==> src/rtl/div_pkg.sv <==
// Package: shared controller state encoding for the sequential divider.
// Assumes: included first in compile order.
package div_pkg;
    typedef enum logic [1:0] {
        ST_IDLE = 2'd0,
        ST_RUN  = 2'd1,
        ST_FIN  = 2'd2
    } div_state_t;
endpackage

==> src/rtl/div_sub.sv <==
// Module: div_sub
// Forms a - b for an (N+1)-bit a and an N-bit b.
// It adds a, the inverted zero-extended b and a carry-in of 1.
// The carry-out is 1 exactly when a >= b.
// Assumes: both operands are unsigned.
module div_sub #(
    parameter int N = 8
) (
    input  logic [N:0]   a,
    input  logic [N-1:0] b,
    output logic [N:0]   diff,
    output logic         cout
);
    logic [N+1:0] carry;
    logic [N:0]   b_inv;

    assign carry[0] = 1'b1;

    genvar i;
    generate
        for (i = 0; i <= N; i++) begin : g_bit
            // Invert the divisor bit; the extension bit above it inverts to 1.
            if (i < N) begin : g_data
                assign b_inv[i] = ~b[i];
            end else begin : g_ext
                assign b_inv[i] = 1'b1;
            end
            // One full-adder stage of the ripple chain.
            assign diff[i]    = a[i] ^ b_inv[i] ^ carry[i];
            assign carry[i+1] = (a[i] & b_inv[i]) | (a[i] & carry[i]) | (b_inv[i] & carry[i]);
        end
    endgenerate

    assign cout = carry[N+1];
endmodule

==> src/rtl/div_ctrl.sv <==
// Module: div_ctrl
// Three-state controller for the divider: idle/load, compute, done.
// The bit counter is preset to N-1 while the block is idle.
// The counter steps down once per compute cycle, and the controller
// leaves the compute state on the cycle the counter reads zero.
// Assumes: N >= 2; rst_n is synchronous and active low.
module div_ctrl
    import div_pkg::*;
#(
    parameter int N = 8
) (
    input  logic clk,
    input  logic rst_n,
    input  logic start,
    output logic ld_en,
    output logic clr_r,
    output logic shift_en,
    output logic done
);
    localparam int CW = (N > 2) ? $clog2(N) : 1;
    localparam logic [CW-1:0] LAST = CW'(N - 1);

    div_state_t    state_q, state_d;
    logic [CW-1:0] cnt_q;

    // Next-state selection.
    always_comb begin
        state_d = state_q;
        case (state_q)
            ST_IDLE: if (start)          state_d = ST_RUN;
            ST_RUN:  if (cnt_q == '0)    state_d = ST_FIN;
            ST_FIN:  if (!start)         state_d = ST_IDLE;
            default:                     state_d = ST_IDLE;
        endcase
    end

    // State register.
    always_ff @(posedge clk) begin
        if (!rst_n) state_q <= ST_IDLE;
        else        state_q <= state_d;
    end

    // Bit counter: preset in idle, decremented while computing.
    always_ff @(posedge clk) begin
        if (!rst_n)                 cnt_q <= LAST;
        else if (state_q == ST_IDLE) cnt_q <= LAST;
        else if (state_q == ST_RUN)  cnt_q <= cnt_q - CW'(1);
    end

    // Datapath strobes decoded from the current state.
    always_comb begin
        ld_en    = (state_q == ST_IDLE);
        clr_r    = (state_q == ST_IDLE) && start;
        shift_en = (state_q == ST_RUN);
        done     = (state_q == ST_FIN);
    end

    AST_COUNT_STEP: assert property (@(posedge clk) disable iff (!rst_n)
        (state_q == ST_RUN && cnt_q != '0) |=> (cnt_q == $past(cnt_q) - CW'(1)));

    AST_RUN_STARTS_FULL: assert property (@(posedge clk) disable iff (!rst_n)
        (state_q == ST_IDLE && start) |=> (state_q == ST_RUN && cnt_q == LAST));

    AST_DONE_FROM_RUN: assert property (@(posedge clk) disable iff (!rst_n)
        $rose(done) |-> $past(state_q == ST_RUN));

    AST_DONE_HOLD: assert property (@(posedge clk) disable iff (!rst_n)
        (done && start) |=> done);

    AST_DONE_DROP: assert property (@(posedge clk) disable iff (!rst_n)
        (done && !start) |=> (!done && ld_en));
endmodule

==> src/rtl/div_datapath.sv <==
// Module: div_datapath
// Holds the divisor, the dividend/quotient register and the remainder.
// On each shift cycle, the remainder concatenated with the dividend's top
// bit is compared with the divisor, through the subtractor's carry-out.
// The remainder takes the difference or the shifted value, and the
// carry-out enters the low end of the dividend register.
// Assumes: ld_en and shift_en are never high together.
module div_datapath #(
    parameter int N = 8
) (
    input  logic         clk,
    input  logic         rst_n,
    input  logic         ld_en,
    input  logic         clr_r,
    input  logic         shift_en,
    input  logic         load_a,
    input  logic [N-1:0] data_a,
    input  logic         load_b,
    input  logic [N-1:0] data_b,
    output logic [N-1:0] quot,
    output logic [N-1:0] rem
);
    logic [N-1:0] a_q, b_q, r_q;
    logic [N:0]   trial, diff;
    logic         ge;

    // Trial remainder: the remainder moved left, with the dividend's top bit entering.
    assign trial = {r_q, a_q[N-1]};

    div_sub #(.N(N)) i_sub (
        .a    (trial),
        .b    (b_q),
        .diff (diff),
        .cout (ge)
    );

    // Divisor register, writable only in idle.
    always_ff @(posedge clk) begin
        if (!rst_n)                b_q <= '0;
        else if (ld_en && load_b)  b_q <= data_b;
    end

    // Dividend register, which fills with quotient bits while computing.
    always_ff @(posedge clk) begin
        if (!rst_n)                a_q <= '0;
        else if (ld_en && load_a)  a_q <= data_a;
        else if (shift_en)         a_q <= {a_q[N-2:0], ge};
    end

    // Remainder register: cleared at start, then restored or subtracted.
    always_ff @(posedge clk) begin
        if (!rst_n)        r_q <= '0;
        else if (clr_r)    r_q <= '0;
        else if (shift_en) r_q <= ge ? diff[N-1:0] : trial[N-1:0];
    end

    assign quot = a_q;
    assign rem  = r_q;

    AST_REM_BELOW_DIVISOR: assert property (@(posedge clk) disable iff (!rst_n)
        (shift_en && b_q != '0) |=> (r_q < b_q));

    AST_DIVISOR_FROZEN: assert property (@(posedge clk) disable iff (!rst_n)
        !ld_en |=> $stable(b_q));

    AST_NO_DUAL_CTRL: assert property (@(posedge clk) disable iff (!rst_n)
        !(ld_en && shift_en));
endmodule

==> src/rtl/seq_divider.sv <==
// Module: seq_divider (top)
// Unsigned N-bit restoring divider that produces one quotient bit per clock.
// The quotient appears on quot and the remainder on rem when done is high.
// Assumes: operands are loaded in idle; start is held until the result is taken.
module seq_divider #(
    parameter int N = 8
) (
    input  logic         clk,
    input  logic         rst_n,
    input  logic         start,
    input  logic         load_a,
    input  logic [N-1:0] data_a,
    input  logic         load_b,
    input  logic [N-1:0] data_b,
    output logic [N-1:0] quot,
    output logic [N-1:0] rem,
    output logic         done
);
    logic ld_en, clr_r, shift_en;

    div_ctrl #(.N(N)) i_ctrl (
        .clk      (clk),
        .rst_n    (rst_n),
        .start    (start),
        .ld_en    (ld_en),
        .clr_r    (clr_r),
        .shift_en (shift_en),
        .done     (done)
    );

    div_datapath #(.N(N)) i_dp (
        .clk      (clk),
        .rst_n    (rst_n),
        .ld_en    (ld_en),
        .clr_r    (clr_r),
        .shift_en (shift_en),
        .load_a   (load_a),
        .data_a   (data_a),
        .load_b   (load_b),
        .data_b   (data_b),
        .quot     (quot),
        .rem      (rem)
    );

    AST_RESULTS_HELD: assert property (@(posedge clk) disable iff (!rst_n)
        (done && start) |=> ($stable(quot) && $stable(rem)));
endmodule

==> config.mk <==
export PLATFORM = sky130hd
export DESIGN_NAME = seq_divider
export DESIGN_NICKNAME = d
export VERILOG_FILES = /design/src/rtl/div_pkg.sv /design/src/rtl/div_sub.sv /design/src/rtl/div_ctrl.sv /design/src/rtl/div_datapath.sv /design/src/rtl/seq_divider.sv
export SDC_FILE = /design/constraint.sdc
export NUM_CORES = 1
export LEC_CHECK = 0
export ABC_AREA = 1
export CORE_MARGIN = 2
export CORE_UTILIZATION = 30
export DETAILED_ROUTE_END_ITERATION = 8
export GPL_ROUTABILITY_DRIVEN = 1
export GPL_TIMING_DRIVEN = 0
export PLACE_DENSITY_LB_ADDON = 0.08
export SLEW_MARGIN = 20
export SYNTH_ARGS = -nofsm -noshare
export SYNTH_HDL_FRONTEND = slang
export SYNTH_SLANG_ARGS = --single-unit
export TNS_END_PERCENT = 100
==> constraint.sdc <==
create_clock -name clk -period 9.8 [get_ports clk]
set_input_delay 0.98 -clock clk [delete_from_list [all_inputs] [get_ports clk]]
set_output_delay 0.98 -clock clk [all_outputs]
set_load 0.01 [all_outputs]
==> metrics.csv <==
stage,metric,value,unit
critical_path,Crit path arrival time,4.31,ns
timing,setup TNS,0,ns
yosys,Mapped Avg Cell Area,7.64,sq um
timing,unrepaired setup endpoints after global routing,false,
detailed_routing,Iter 0 DRT Violations,28,
timing,Slew Limit Fails,0,
clock_tree,CTS resizes,0,
clock_tree,Root Buffer,clkbuf_8,
global_route,GR Overflow Total,0,
yosys,synth cell count leaders,"36 x nand2_1, 29 x dfxtp_1, 25 x nor2_1",
detailed_routing,routed vias,1290,
detailed_routing,DR top layer,met4,
global_route,global-route wire length before repair,5.38,mm
final_layout,Filler cells,494,
final_layout,# nets final,265,
final_layout,final instance area,2010,sq um
yosys,largest family of logic cells by synthesized area,simple AND/OR/NAND/NOR gates,
yosys,post-synthesis sequential area ratio,0.398,
yosys,"flops & latches, synth",29,
critical_path,worst-path fanout max,10,
power,Switching Fraction,0.281,
power,VDD IR max,0.0727,mV
yosys,mux cell area share after synthesis,0,
yosys,largest area contributor in the netlist,dfxtp_1,
placement,Detail Placement HPWL,2.37,mm
clock_tree,worst skew pair latency,0.27,ns
detailed_routing,Post-Route WL,3.14,mm
yosys,"Warnings, synthesis",0,
clock_tree,TritonCTS clock tree,built,
detailed_routing,wire length on met3,163,um
placement,Final GP Congestion,0.769,
detailed_routing,Antenna Nets Post-Route,0,
clock_tree,htree depth,2,
critical_path,crit start category,flop,
critical_path,R2R Path End,i_dp.rem[5],
critical_path,Critical Path End Type,flop,
placement,placed cell area,1900,sq um
clock_tree,hold buffers post-CTS,0,
global_route,largest net degree at the start of global routing,11,
timing,final setup vio count,0,
detailed_routing,met2 WL,1.39,mm
detailed_routing,routed length per placed instance,10.4,um
yosys,"Top FF cell, synth",dfxtp_1,
yosys,post-synthesis xor/xnor area fraction,0,
floorplanning,Core Footprint,4720,sq um
yosys,top cell type's share of synthesized area,0.398,
yosys,Post-Synth Adder-Cell Area,0.122,
global_route,Total GRT Usage,0.129,
critical_path,max incr delay on CP,0.43,ns
timing,Tmin final,4.10,ns
timing,fin crit share,0.419,
run_status,status,"finished, final reports clean",
power,P per Cell Area,154,nW/um^2
critical_path,CP dominant cell by count,fa_1,
critical_path,critical path's slowest cell,fa_1,
global_route,number of global-route vias before repair,1182,
power,Pleak,0.000833,uW
timing,"Hold Violations, Final",0,
yosys,"FFs w/ async S/R, synth",0,
final_layout,layout cell share with drive strength beyond 1,0.102,
floorplanning,Site Rows,25,
clock_tree,CTS buffer count,5,
floorplanning,Chip Width,73.8,um
placement,port bufs,36,
timing,Max transition margin,0.657,
power,Total Power,310,uW
final_layout,Final Util,0.425,
clock_tree,clk slew on worst S/H paths,0.06,ns
clock_tree,Clock Tree Buf Depth,2,
power,clock network power share,0.345,
final_layout,Layout area overhead,37.4,%
power,combinational share of power,0.225,
detailed_routing,vias per cell,4.27,
power,Net Sw Power,86.9,uW
placement,placed insts,294,
detailed_routing,DRT Pass-1 Iters,4,
yosys,Synth Area in Compound Gates,0.174,
yosys,Synth Instances,191,
min_path,hold crit path type,reg -> reg,
detailed_routing,# DRC,0,
critical_path,CP required,10.01,ns
yosys,"top cells by area, synth","dfxtp_1 40%, fa_1 9.6%, nand2_1 9.3%",
timing,final clock skew,0.00637,ns
final_layout,final cell count without fillers,302,
yosys,"Net Count, Synth",222,
final_layout,number of diodes,0,
timing,Worst Max-Slew Pin Slew,0.515,ns
min_path,min-delay src,i_ctrl.cnt_q[0],
yosys,synthesized area,1460,sq um
floorplanning,die area,5440,sq um
critical_path,r2r startpoint,i_dp.quot[7],
timing,Peak Freq,244,MHz
global_route,initial antenna violation count,0,
yosys,"EDFF count, synth",0,
yosys,Post-Synth Simple-Gate Area,0.210,
detailed_routing,met1 WL,1.55,mm
critical_path,crit path kind,reg -> reg,
critical_path,r2r setup slk,5.70,ns
clock_tree,CTS sink cnt,29,
floorplanning,Starting Density,0.309,
min_path,Hold Crit Endpoint,i_ctrl.cnt_q[0],
power,Internal,223,uW
floorplanning,IO Pins,38,
clock_tree,Post-CTS Setup Repair Bufs,0,
critical_path,"Cell Chain, Critical Path",inv_1 > ha_1 > fa_1 > fa_1 > fa_1 > fa_1 > fa_1 > fa_1 > inv_1 > fa_1 > nor2_1 > buf_2 > o21ai_1 > a21oi_1 > nor2_1,
floorplanning,Die Span Y,73.8,um
yosys,top-count cell post-synth,nand2_1,
job,max-cap check violation count,0,
yosys,Netlist cell types,23,
min_path,hold depth,2,
critical_path,worst-case reg-to-reg path depth,15,
power,power share of the sequential group,0.429,
-- critical path: cells and delay by family (launching register included) --
kind | cells | cell delay, ns
flip-flops | 1 | 0.38
buffers and inverters | 3 | 0.34
adder cells (fa/ha/maj) | 8 | 2.92
AND/OR/NAND/NOR | 2 | 0.19
AO/OA/AOI/OAI | 2 | 0.20
-- worst max-delay path by stage --
stage | startpoint | to | slack, ns | cells after the start
4_1_cts | i_dp.quot[7] | i_dp.rem[5] | 5.63 | 15
2_1_floorplan | i_dp.quot[7] | i_dp.rem[7] | 5.84 | 14
5_1_grt | i_dp.quot[7] | i_dp.rem[5] | 5.44 | 15
3_5_place_dp | i_dp.quot[7] | i_dp.rem[5] | 5.66 | 15
3_3_place_gp | i_dp.quot[7] | i_dp.rem[5] | 5.65 | 14
6_report | i_dp.quot[7] | i_dp.rem[5] | 5.70 | 15
-- cell families (layout without fill, tap and decap cells) --
logic type / Yosys count / count (layout)
and+or+nand+nor: 74 / 74
AOI/OAI and AO/OA: 46 / 46
buffers and inverters: 32 / 76
DFF: 29 / 29
adders and majority gates: 10 / 10
-- cells in the final DEF (no fill, tap or decap), types with 2 or more instances in the layout --
master | netlist | final
dfxtp_1 | 29 | 29
buf_6 | 2 | 2
fa_1 | 7 | 7
clkdlybuf4s50_1 | 0 | 36
inv_2 | 3 | 3
inv_1 | 23 | 23
buf_2 | 2 | 2
o211ai_1 | 2 | 2
a21oi_1 | 16 | 16
a21oi_2 | 4 | 4
nor2_1 | 25 | 25
ha_1 | 3 | 3
o21ai_0 | 20 | 20
nand3_1 | 8 | 8
clkbuf_8 | 0 | 7
nand2_1 | 36 | 36
o21ai_1 | 3 | 3
-- layer usage --
metal / track usage / vias up
met4: 0.0626 / 0
met3: 0.0398 / 4
met5: 0 / -
met1: 0.174 / 559
met2: 0.187 / 35
li1: - / 692
-- area by class of cell --
cell class,count,area (sq um),share of cell area
buffer,6,43.8,0.0218
clock buffer,7,96.3,0.0480
clock inverter,1,5.00,0.00250
inverter,26,97.6,0.0487
multi-input combinational,130,738,0.368
sequential,29,581,0.289
tap,67,83.8,0.0418
timing repair buffer,36,360,0.180
-- stage by stage --
| step | setup WS, ns | hold slack, ns |
|---|---|---|
| finish | 5.70 | 0.475 |
| floorplan | 5.84 | 0.442 |
| CTS | 5.63 | 0.480 |
| global placement | 5.65 | 0.459 |
| detailed placement | 5.66 | 0.465 |
| global route | 5.44 | 0.510 |
-- state kept, by name, indices dropped and copies added (netlist names) --
| name | flops |
|---|---|
| i_ctrl.cnt_q | 3 |
| i_ctrl.state_q | 2 |
| i_dp.rem | 8 |
| i_dp.b_q | 8 |
| i_dp.quot | 8 |
-- power by group through the flow --
stage	clock network (uW)	registers, uW	logic, uW
2_1_floorplan	0	136	42.2
3_3_place_gp	0	136	71.2
3_5_place_dp	0	136	71.1
4_1_cts	111	133	71.4
5_1_grt	117	134	81.0
6_report	107	133	69.8
(Power assumes the default switching activity.)
